`config.mk`:
```
export PLATFORM = sky130hd
export DESIGN_NAME = eeprom_twi_slave
export DESIGN_NICKNAME = d
export VERILOG_FILES = /design/src/rtl/twi_pkg.sv /design/src/rtl/twi_sync.sv /design/src/rtl/twi_events.sv /design/src/rtl/twi_addr_ctr.sv /design/src/rtl/eeprom_twi_slave.sv
export SDC_FILE = /design/constraint.sdc
export NUM_CORES = 1
export LEC_CHECK = 0
export ABC_AREA = 1
export BUFFER_PORTS_ARGS = -buffer_cell sky130_fd_sc_hd__buf_2
export CAP_MARGIN = 25
export CORE_MARGIN = 3
export CORE_UTILIZATION = 35
export DETAILED_ROUTE_END_ITERATION = 8
export GPL_ROUTABILITY_DRIVEN = 0
export PLACE_DENSITY = 0.62
export SYNTH_ARGS = -nofsm -noshare
export SYNTH_HDL_FRONTEND = slang
export SYNTH_HIERARCHICAL = 1
export SYNTH_SLANG_ARGS = --single-unit
```
`constraint.sdc`:
```
create_clock -name clk -period 5.6 [get_ports clk]
set_input_delay 1.12 -clock clk [delete_from_list [all_inputs] [get_ports clk]]
set_output_delay 1.12 -clock clk [all_outputs]
set_load 0.02 [all_outputs]
```
`src/rtl/twi_pkg.sv`:
```
`timescale 1ns/1ps
package twi_pkg;
   typedef enum logic [2:0] {
      ST_IDLE,
      ST_RX,
      ST_ACK,
      ST_TX,
      ST_RACK
   } twi_state_e;

   typedef enum logic [1:0] {
      K_SEL,
      K_AHI,
      K_ALO,
      K_DAT
   } rx_kind_e;

   localparam logic [3:0] DEV_CODE = 4'b1010;
endpackage

```
`src/rtl/twi_sync.sv`:
```
`timescale 1ns/1ps
module twi_sync #(
   parameter int STAGES  = 2,
   parameter bit RST_VAL = 1'b1
) (
   input  logic clk,
   input  logic rst_n,
   input  logic d,
   output logic q
);
   if (STAGES < 1) begin : g_bad_stages
      $error("twi_sync: STAGES must be at least 1");
   end

   if (STAGES == 1) begin : g_one
      logic r;
      always_ff @(posedge clk or negedge rst_n) begin
         if (!rst_n) r <= RST_VAL;
         else        r <= d;
      end
      assign q = r;
   end else begin : g_chain
      logic [STAGES-1:0] r;
      always_ff @(posedge clk or negedge rst_n) begin
         if (!rst_n) r <= {STAGES{RST_VAL}};
         else        r <= {r[STAGES-2:0], d};
      end
      assign q = r[STAGES-1];
   end
endmodule

```
`src/rtl/twi_events.sv`:
```
`timescale 1ns/1ps
module twi_events (
   input  logic clk,
   input  logic rst_n,
   input  logic scl_s,
   input  logic sda_s,
   output logic scl_rise,
   output logic scl_fall,
   output logic start_ev,
   output logic stop_ev
);
   logic scl_p, sda_p;

   always_ff @(posedge clk or negedge rst_n) begin
      if (!rst_n) begin
         scl_p <= 1'b1;
         sda_p <= 1'b1;
      end else begin
         scl_p <= scl_s;
         sda_p <= sda_s;
      end
   end

   assign scl_rise = scl_s & ~scl_p;
   assign scl_fall = ~scl_s & scl_p;
   assign start_ev = scl_s & scl_p & sda_p & ~sda_s;
   assign stop_ev  = scl_s & scl_p & ~sda_p & sda_s;
endmodule

```
`src/rtl/twi_addr_ctr.sv`:
```
`timescale 1ns/1ps
module twi_addr_ctr #(
   parameter int ADDR_W = 15,
   parameter int PAGE_W = 6
) (
   input  logic              clk,
   input  logic              rst_n,
   input  logic              load,
   input  logic [ADDR_W-1:0] load_val,
   input  logic              step_page,
   input  logic              step_array,
   output logic [ADDR_W-1:0] cnt
);
   if (PAGE_W < 1 || PAGE_W >= ADDR_W) begin : g_bad_page
      $error("twi_addr_ctr: PAGE_W must lie in 1..ADDR_W-1");
   end

   logic [ADDR_W-1:0] page_next;
   logic [ADDR_W-1:0] array_next;

   assign page_next  = {cnt[ADDR_W-1:PAGE_W], cnt[PAGE_W-1:0] + 1'b1};
   assign array_next = cnt + 1'b1;

   always_ff @(posedge clk or negedge rst_n) begin
      if (!rst_n)          cnt <= '0;
      else if (load)       cnt <= load_val;
      else if (step_page)  cnt <= page_next;
      else if (step_array) cnt <= array_next;
   end
endmodule

```
`src/rtl/eeprom_twi_slave.sv`:
```
`timescale 1ns/1ps
module eeprom_twi_slave
   import twi_pkg::*;
#(
   parameter int ADDR_W      = 15,
   parameter int PAGE_W      = 6,
   parameter int SYNC_STAGES = 2
) (
   input  logic              clk,
   input  logic              rst_n,
   input  logic              scl_in,
   input  logic              sda_in,
   input  logic [2:0]        strap,
   input  logic              wr_busy,
   output logic              sda_oe,
   output logic [ADDR_W-1:0] mem_addr,
   output logic              mem_rd_en,
   input  logic [7:0]        mem_rdata,
   output logic              pbuf_valid,
   output logic [ADDR_W-1:0] pbuf_addr,
   output logic [7:0]        pbuf_data,
   output logic              pbuf_commit
);
   localparam int HI_W = ADDR_W - 8;

   if (ADDR_W < 9 || ADDR_W > 16) begin : g_bad_aw
      $error("eeprom_twi_slave: ADDR_W must lie in 9..16");
   end

   logic scl_s, sda_s;
   logic scl_rise, scl_fall, start_ev, stop_ev;

   twi_sync #(.STAGES(SYNC_STAGES), .RST_VAL(1'b1)) u_scl_sync (
      .clk(clk), .rst_n(rst_n), .d(scl_in), .q(scl_s));
   twi_sync #(.STAGES(SYNC_STAGES), .RST_VAL(1'b1)) u_sda_sync (
      .clk(clk), .rst_n(rst_n), .d(sda_in), .q(sda_s));

   twi_events u_events (
      .clk(clk), .rst_n(rst_n), .scl_s(scl_s), .sda_s(sda_s),
      .scl_rise(scl_rise), .scl_fall(scl_fall),
      .start_ev(start_ev), .stop_ev(stop_ev));

   twi_state_e        state;
   rx_kind_e          kind;
   logic [3:0]        bit_cnt;
   logic [7:0]        sh;
   logic [HI_W-1:0]   hi;
   logic [6:0]        tx;
   logic              rw;
   logic              wr_pend;
   logic              host_ack;
   logic [ADDR_W-1:0] ctr;

   logic sel_ok, sel_ack, rx_done, ack_end, rd_first, rd_next, take, wr_byte, ctr_load;

   always_comb begin
      sel_ok   = (sh[7:4] == DEV_CODE) && (sh[3:1] == strap);
      sel_ack  = sel_ok && !(!sh[0] && wr_busy);
      rx_done  = (state == ST_RX) && scl_fall && (bit_cnt == 4'd8);
      ack_end  = (state == ST_ACK) && scl_fall;
      rd_first = ack_end && (kind == K_SEL) && rw;
      rd_next  = (state == ST_RACK) && scl_fall && !host_ack;
      take     = rd_first || rd_next;
      wr_byte  = rx_done && (kind == K_DAT);
      ctr_load = rx_done && (kind == K_ALO);
   end

   twi_addr_ctr #(.ADDR_W(ADDR_W), .PAGE_W(PAGE_W)) u_ctr (
      .clk(clk), .rst_n(rst_n),
      .load(ctr_load), .load_val({hi, sh}),
      .step_page(wr_byte), .step_array(take),
      .cnt(ctr));

   assign mem_addr    = ctr;
   assign mem_rd_en   = take;
   assign pbuf_valid  = wr_byte;
   assign pbuf_addr   = ctr;
   assign pbuf_data   = sh;
   assign pbuf_commit = stop_ev && wr_pend;

   always_ff @(posedge clk or negedge rst_n) begin
      if (!rst_n) begin
         state    <= ST_IDLE;
         kind     <= K_SEL;
         bit_cnt  <= '0;
         sh       <= '0;
         hi       <= '0;
         tx       <= '0;
         sda_oe   <= 1'b0;
         rw       <= 1'b0;
         wr_pend  <= 1'b0;
         host_ack <= 1'b1;
      end else if (start_ev) begin
         state   <= ST_RX;
         kind    <= K_SEL;
         bit_cnt <= '0;
         sda_oe  <= 1'b0;
         wr_pend <= 1'b0;
      end else if (stop_ev) begin
         state   <= ST_IDLE;
         sda_oe  <= 1'b0;
         wr_pend <= 1'b0;
      end else begin
         case (state)
            ST_RX: begin
               if (scl_rise && bit_cnt != 4'd8) begin
                  sh      <= {sh[6:0], sda_s};
                  bit_cnt <= bit_cnt + 1'b1;
               end
               if (rx_done) begin
                  case (kind)
                     K_SEL: begin
                        if (sel_ack) begin
                           state  <= ST_ACK;
                           sda_oe <= 1'b1;
                           rw     <= sh[0];
                        end else begin
                           state <= ST_IDLE;
                        end
                     end
                     K_AHI: begin
                        hi     <= sh[HI_W-1:0];
                        state  <= ST_ACK;
                        sda_oe <= 1'b1;
                     end
                     K_ALO: begin
                        state  <= ST_ACK;
                        sda_oe <= 1'b1;
                     end
                     default: begin
                        wr_pend <= 1'b1;
                        state   <= ST_ACK;
                        sda_oe  <= 1'b1;
                     end
                  endcase
               end
            end
            ST_ACK: begin
               if (scl_fall) begin
                  bit_cnt <= '0;
                  if (kind == K_SEL && rw) begin
                     state  <= ST_TX;
                     tx     <= mem_rdata[6:0];
                     sda_oe <= ~mem_rdata[7];
                  end else begin
                     state  <= ST_RX;
                     sda_oe <= 1'b0;
                     case (kind)
                        K_SEL:   kind <= K_AHI;
                        K_AHI:   kind <= K_ALO;
                        default: kind <= K_DAT;
                     endcase
                  end
               end
            end
            ST_TX: begin
               if (scl_fall) begin
                  if (bit_cnt == 4'd7) begin
                     sda_oe <= 1'b0;
                     state  <= ST_RACK;
                  end else begin
                     sda_oe  <= ~tx[6];
                     tx      <= {tx[5:0], 1'b0};
                     bit_cnt <= bit_cnt + 1'b1;
                  end
               end
            end
            ST_RACK: begin
               if (scl_rise) host_ack <= sda_s;
               if (scl_fall) begin
                  if (!host_ack) begin
                     state   <= ST_TX;
                     bit_cnt <= '0;
                     tx      <= mem_rdata[6:0];
                     sda_oe  <= ~mem_rdata[7];
                  end else begin
                     state <= ST_IDLE;
                  end
               end
            end
            default: ;
         endcase
      end
   end
endmodule

```
==> results.py <==
metrics = {
    "floorplan": {
        "die_height_um": 104,
        "rows": 35,
        "core-area_um2": 9330,
        "design.portCount": 58,
        "die_area_um2": 10900,
        "die_x_extent_um": 104,
        "initial_utilization_pct": 36.4,
    },
    "sta": {
        "grt_setup_unrepaired": "false",
        "skew_ns": 0.00959,
        "tightest_slew_ns": 0.719,
        "fmaxAchievable_mhz": 331,
        "final-setup-viol-count": 0,
        "post-route-min-period_ns": 3.02,
        "relSlewSlack_pct": 52.1,
        "timing_max_transition_violations_final": 0,
        "setup_total_negative_slack_ns": 0,
        "min_period_over_period_pct": 53.9,
        "number_of_hold_violations_in_the_final_report": 0,
    },
    "run": {
        "cap_viol_max_count": 0,
    },
    "synth": {
        "synth_seq_cells": 56,
        "seq_area_frac_synth_pct": 41.6,
        "syn_area_um2": 3390,
        "yosysWarningCount": 6,
        "synth_cells": 449,
        "synth_nets": 468,
        "synth.distinct_cells": 38,
        "postSynthAreaPerCell_um2": 7.56,
    },
    "setup_path": {
        "cp_top_family": "simple AND/OR/NAND/NOR gates",
        "crit_path_cell_trace": "inv_2, nand3_2, o21ai_0, inv_1, nor2_1, buf_2",
        "worstPathRequired_ns": 4.48,
        "worst_path_largest_cell_delay_ns": 0.46,
        "critPathSlowestCell": "sky130_fd_sc_hd__dfrtp_1",
        "crit_path_end_kind": "primary output",
        "path_max_fanout": 6,
        "worstSetupPathType": "reg -> out",
        "crit_buf_inv": 3,
        "critical_path.startpoint_type": "register",
        "worst-endpoint-arrival_ns": 1.90,
    },
    "clocking": {
        "cts_root_buf": "sky130_fd_sc_hd__clkbuf_8",
        "cts_bufs_inserted": 5,
        "cts_tree": "done",
        "tritoncts_num_sinks": 56,
        "cts.clk_slew.worst_paths_ns": 0.11,
        "post_cts_resize_count": 0,
        "cts_max_level": 2,
        "max-clock-path-buffers": 2,
        "count_of_buffers_added_by_post_cts_timing_repair_for_setup": 0,
        "clk_latency_ns": 0.32,
        "hold_buffers": 0,
    },
    "power": {
        "pwr_density_cell_nw_per_um2": 355,
        "cellLeakagePower_nw": 1.98,
        "ir_worst_vdd_mv": 0.185,
    },
    "placement": {
        "post-dp-hpwl_um": 5700,
        "detailed_place.area_um2": 3690,
        "io_buffers": 57,
    },
    "global_route": {
        "first_global_vias": 2767,
        "grt_pass1_wl_um": 12900,
        "grt.overflow.total": 0,
        "antenna_found_initial": 0,
        "maximum_number_of_pins_on_one_net_before_global_route_repair": 57,
        "track_usage_pct": 14.2,
    },
    "detailed_routing": {
        "initialDrtViolationCount": 129,
        "drt.antenna.violating_nets": 0,
        "route.detailed.drc": 0,
        "met2_length_um": 3650,
        "route.top_layer_used": "met4",
        "vias_per_cell": 4.65,
        "drt_pass1_iterations": 4,
        "drt-wirelength-per-cell_um": 12.2,
        "totalWireLength_um": 7610,
        "vias": 2897,
        "met3RoutedLength_um": 412,
        "m1_wire_length_um": 3460,
    },
    "cells_and_area": {
        "most_frequent_cells_in_the_layout": "sky130_fd_sc_hd__nand2_1 (127), sky130_fd_sc_hd__buf_2 (57), sky130_fd_sc_hd__dfrtp_1 (49), sky130_fd_sc_hd__inv_1 (48), sky130_fd_sc_hd__nor2_1 (38)",
        "area_growth_syn_to_layout_pct": 11.6,
        "final_net_count": 512,
        "antennaDiodeCount": 0,
        "post_route_cells_drive_above_1_share_pct": 25.9,
        "sequential_cell_area_um2": 1410,
        "multi_input_comb_area_um2": 1560,
        "fin_area_um2": 3790,
        "layout_commonest_cell": "sky130_fd_sc_hd__nand2_1",
        "n_fill_cell": 966,
    },
    "run_status": {
        "outcome": "finished clean",
    },
    "min_path": {
        "worst_hold_path_type": "reg -> reg",
    },
}
cells in the mapped netlist (all sizes together):
| library cell | instances | area (um2) |
|---|---|---|
| nand4 | 4 | 40.0 |
| nor4 | 1 | 6.26 |
| a31oi | 2 | 12.5 |
| dfstp | 7 | 184 |
| nand3b | 1 | 7.51 |
| o21bai | 2 | 15.0 |
| nand3 | 46 | 290 |
| nand2 | 134 | 526 |
| dfrtp | 49 | 1230 |
| o21a | 1 | 7.51 |
| a211oi | 2 | 15.0 |
| a21oi | 10 | 50.1 |
| mux2i | 6 | 60.1 |
| ha | 3 | 37.5 |
| xnor2 | 1 | 8.76 |
| inv | 67 | 254 |
| or2 | 2 | 12.5 |
| nor2 | 45 | 216 |
| o21ai | 41 | 235 |
| nor3 | 2 | 15.0 |
| clkbuf | 1 | 3.75 |
| buf | 22 | 170 |
state kept, by name (all words and copies together), names as in the netlist:
name and flops:
kind 2, u_events/scl_p 1, u_scl_sync/g_chain.r 2, u_ctr/cnt 15, pbuf_data 8, state 3, rw 1, u_sda_sync/g_chain.r 2
hi 7, u_events/sda_p 1, sda_oe 1, bit_cnt 4, wr_pend 1, tx 7, host_ack 1
worst register-to-register path: cells and delay by family, from the launching register on:
family | cells | cell delay [ns]
simple gates | 9 | 1.06
buf+inv | 4 | 0.58
flops | 1 | 0.44
compound gates | 1 | 0.15
fa+ha+maj | 1 | 0.13
cell families (layout without fill, tap and decap cells):
group,Yosys count,in the layout,synth area share [%]
and+or+nand+nor,235,235,32.8
buffers and inverters,90,135,12.6
AOI/OAI and AO/OA,58,58,9.88
DFF,56,56,41.6
muxes,6,6,1.77
adders and majority gates,3,3,1.11
xor gates and xnor gates,1,1,0.258
power by group:
| part | total [mW] | switching [mW] | internal, mW |
|---|---|---|---|
| combinational | 0.524 | 0.340 | 0.184 |
| sequential | 0.575 | 0.0854 | 0.489 |
| clock | 0.244 | 0.143 | 0.101 |
through the flow:
| step | worst slack [ns] | hold slack (ns) | std cells | total power, mW | util, % |
|---|---|---|---|---|---|
| 3_3_place_gp | 2.97 | 0.347 | 615 | 1.10 | 39.5 |
| 3_5_place_dp | 2.94 | 0.349 | 615 | 1.11 | 39.5 |
| 2_1_floorplan | 3.12 | 0.345 | 449 | 0.992 | - |
| 4_1_cts | 2.58 | 0.365 | 623 | 1.36 | 40.6 |
| 5_1_grt | 2.37 | 0.370 | 623 | 1.45 | 40.6 |
| 6_report | 2.58 | 0.363 | 623 | 1.34 | 40.6 |
worst paths after layout:
| path | from | endpoint | slack, ns | depth (start not counted) |
|---|---|---|---|---|
| worst max-delay path | state[1] | mem_rd_en | 2.58 | 6 |
| worst min-delay path | u_sda_sync/g_chain.r[0] | u_sda_sync/g_chain.r[1] | 0.36 | 0 |
| worst max register to register | bit_cnt[0] | u_ctr/cnt[9] | 3.19 | 15 |
| worst min register to register | u_sda_sync/g_chain.r[0] | u_sda_sync/g_chain.r[1] | 0.36 | 0 |
| max in group asynchronous | rst_n | wr_pend | 4.19 | 2 |
| min in group asynchronous | rst_n | u_ctr/cnt[5] | 0.93 | 2 |
layout make-up:
cell class,instances,area share (%)
Tap cell,129,4.26
Inverter,67,6.71
Multi-Input combinational cell,303,41.1
Timing Repair Buffer,60,8.13
Clock buffer,6,2.18
Sequential cell,56,37.2
Clock inverter,2,0.397
routing by layer:
metal  GRT usage (%)  up-vias
li1                -     1493
met1            17.9     1323
met2            24.2       71
met3            3.04       10
met4            4.56        0
met5               0        -
Power figures use the tool's default switching activity.
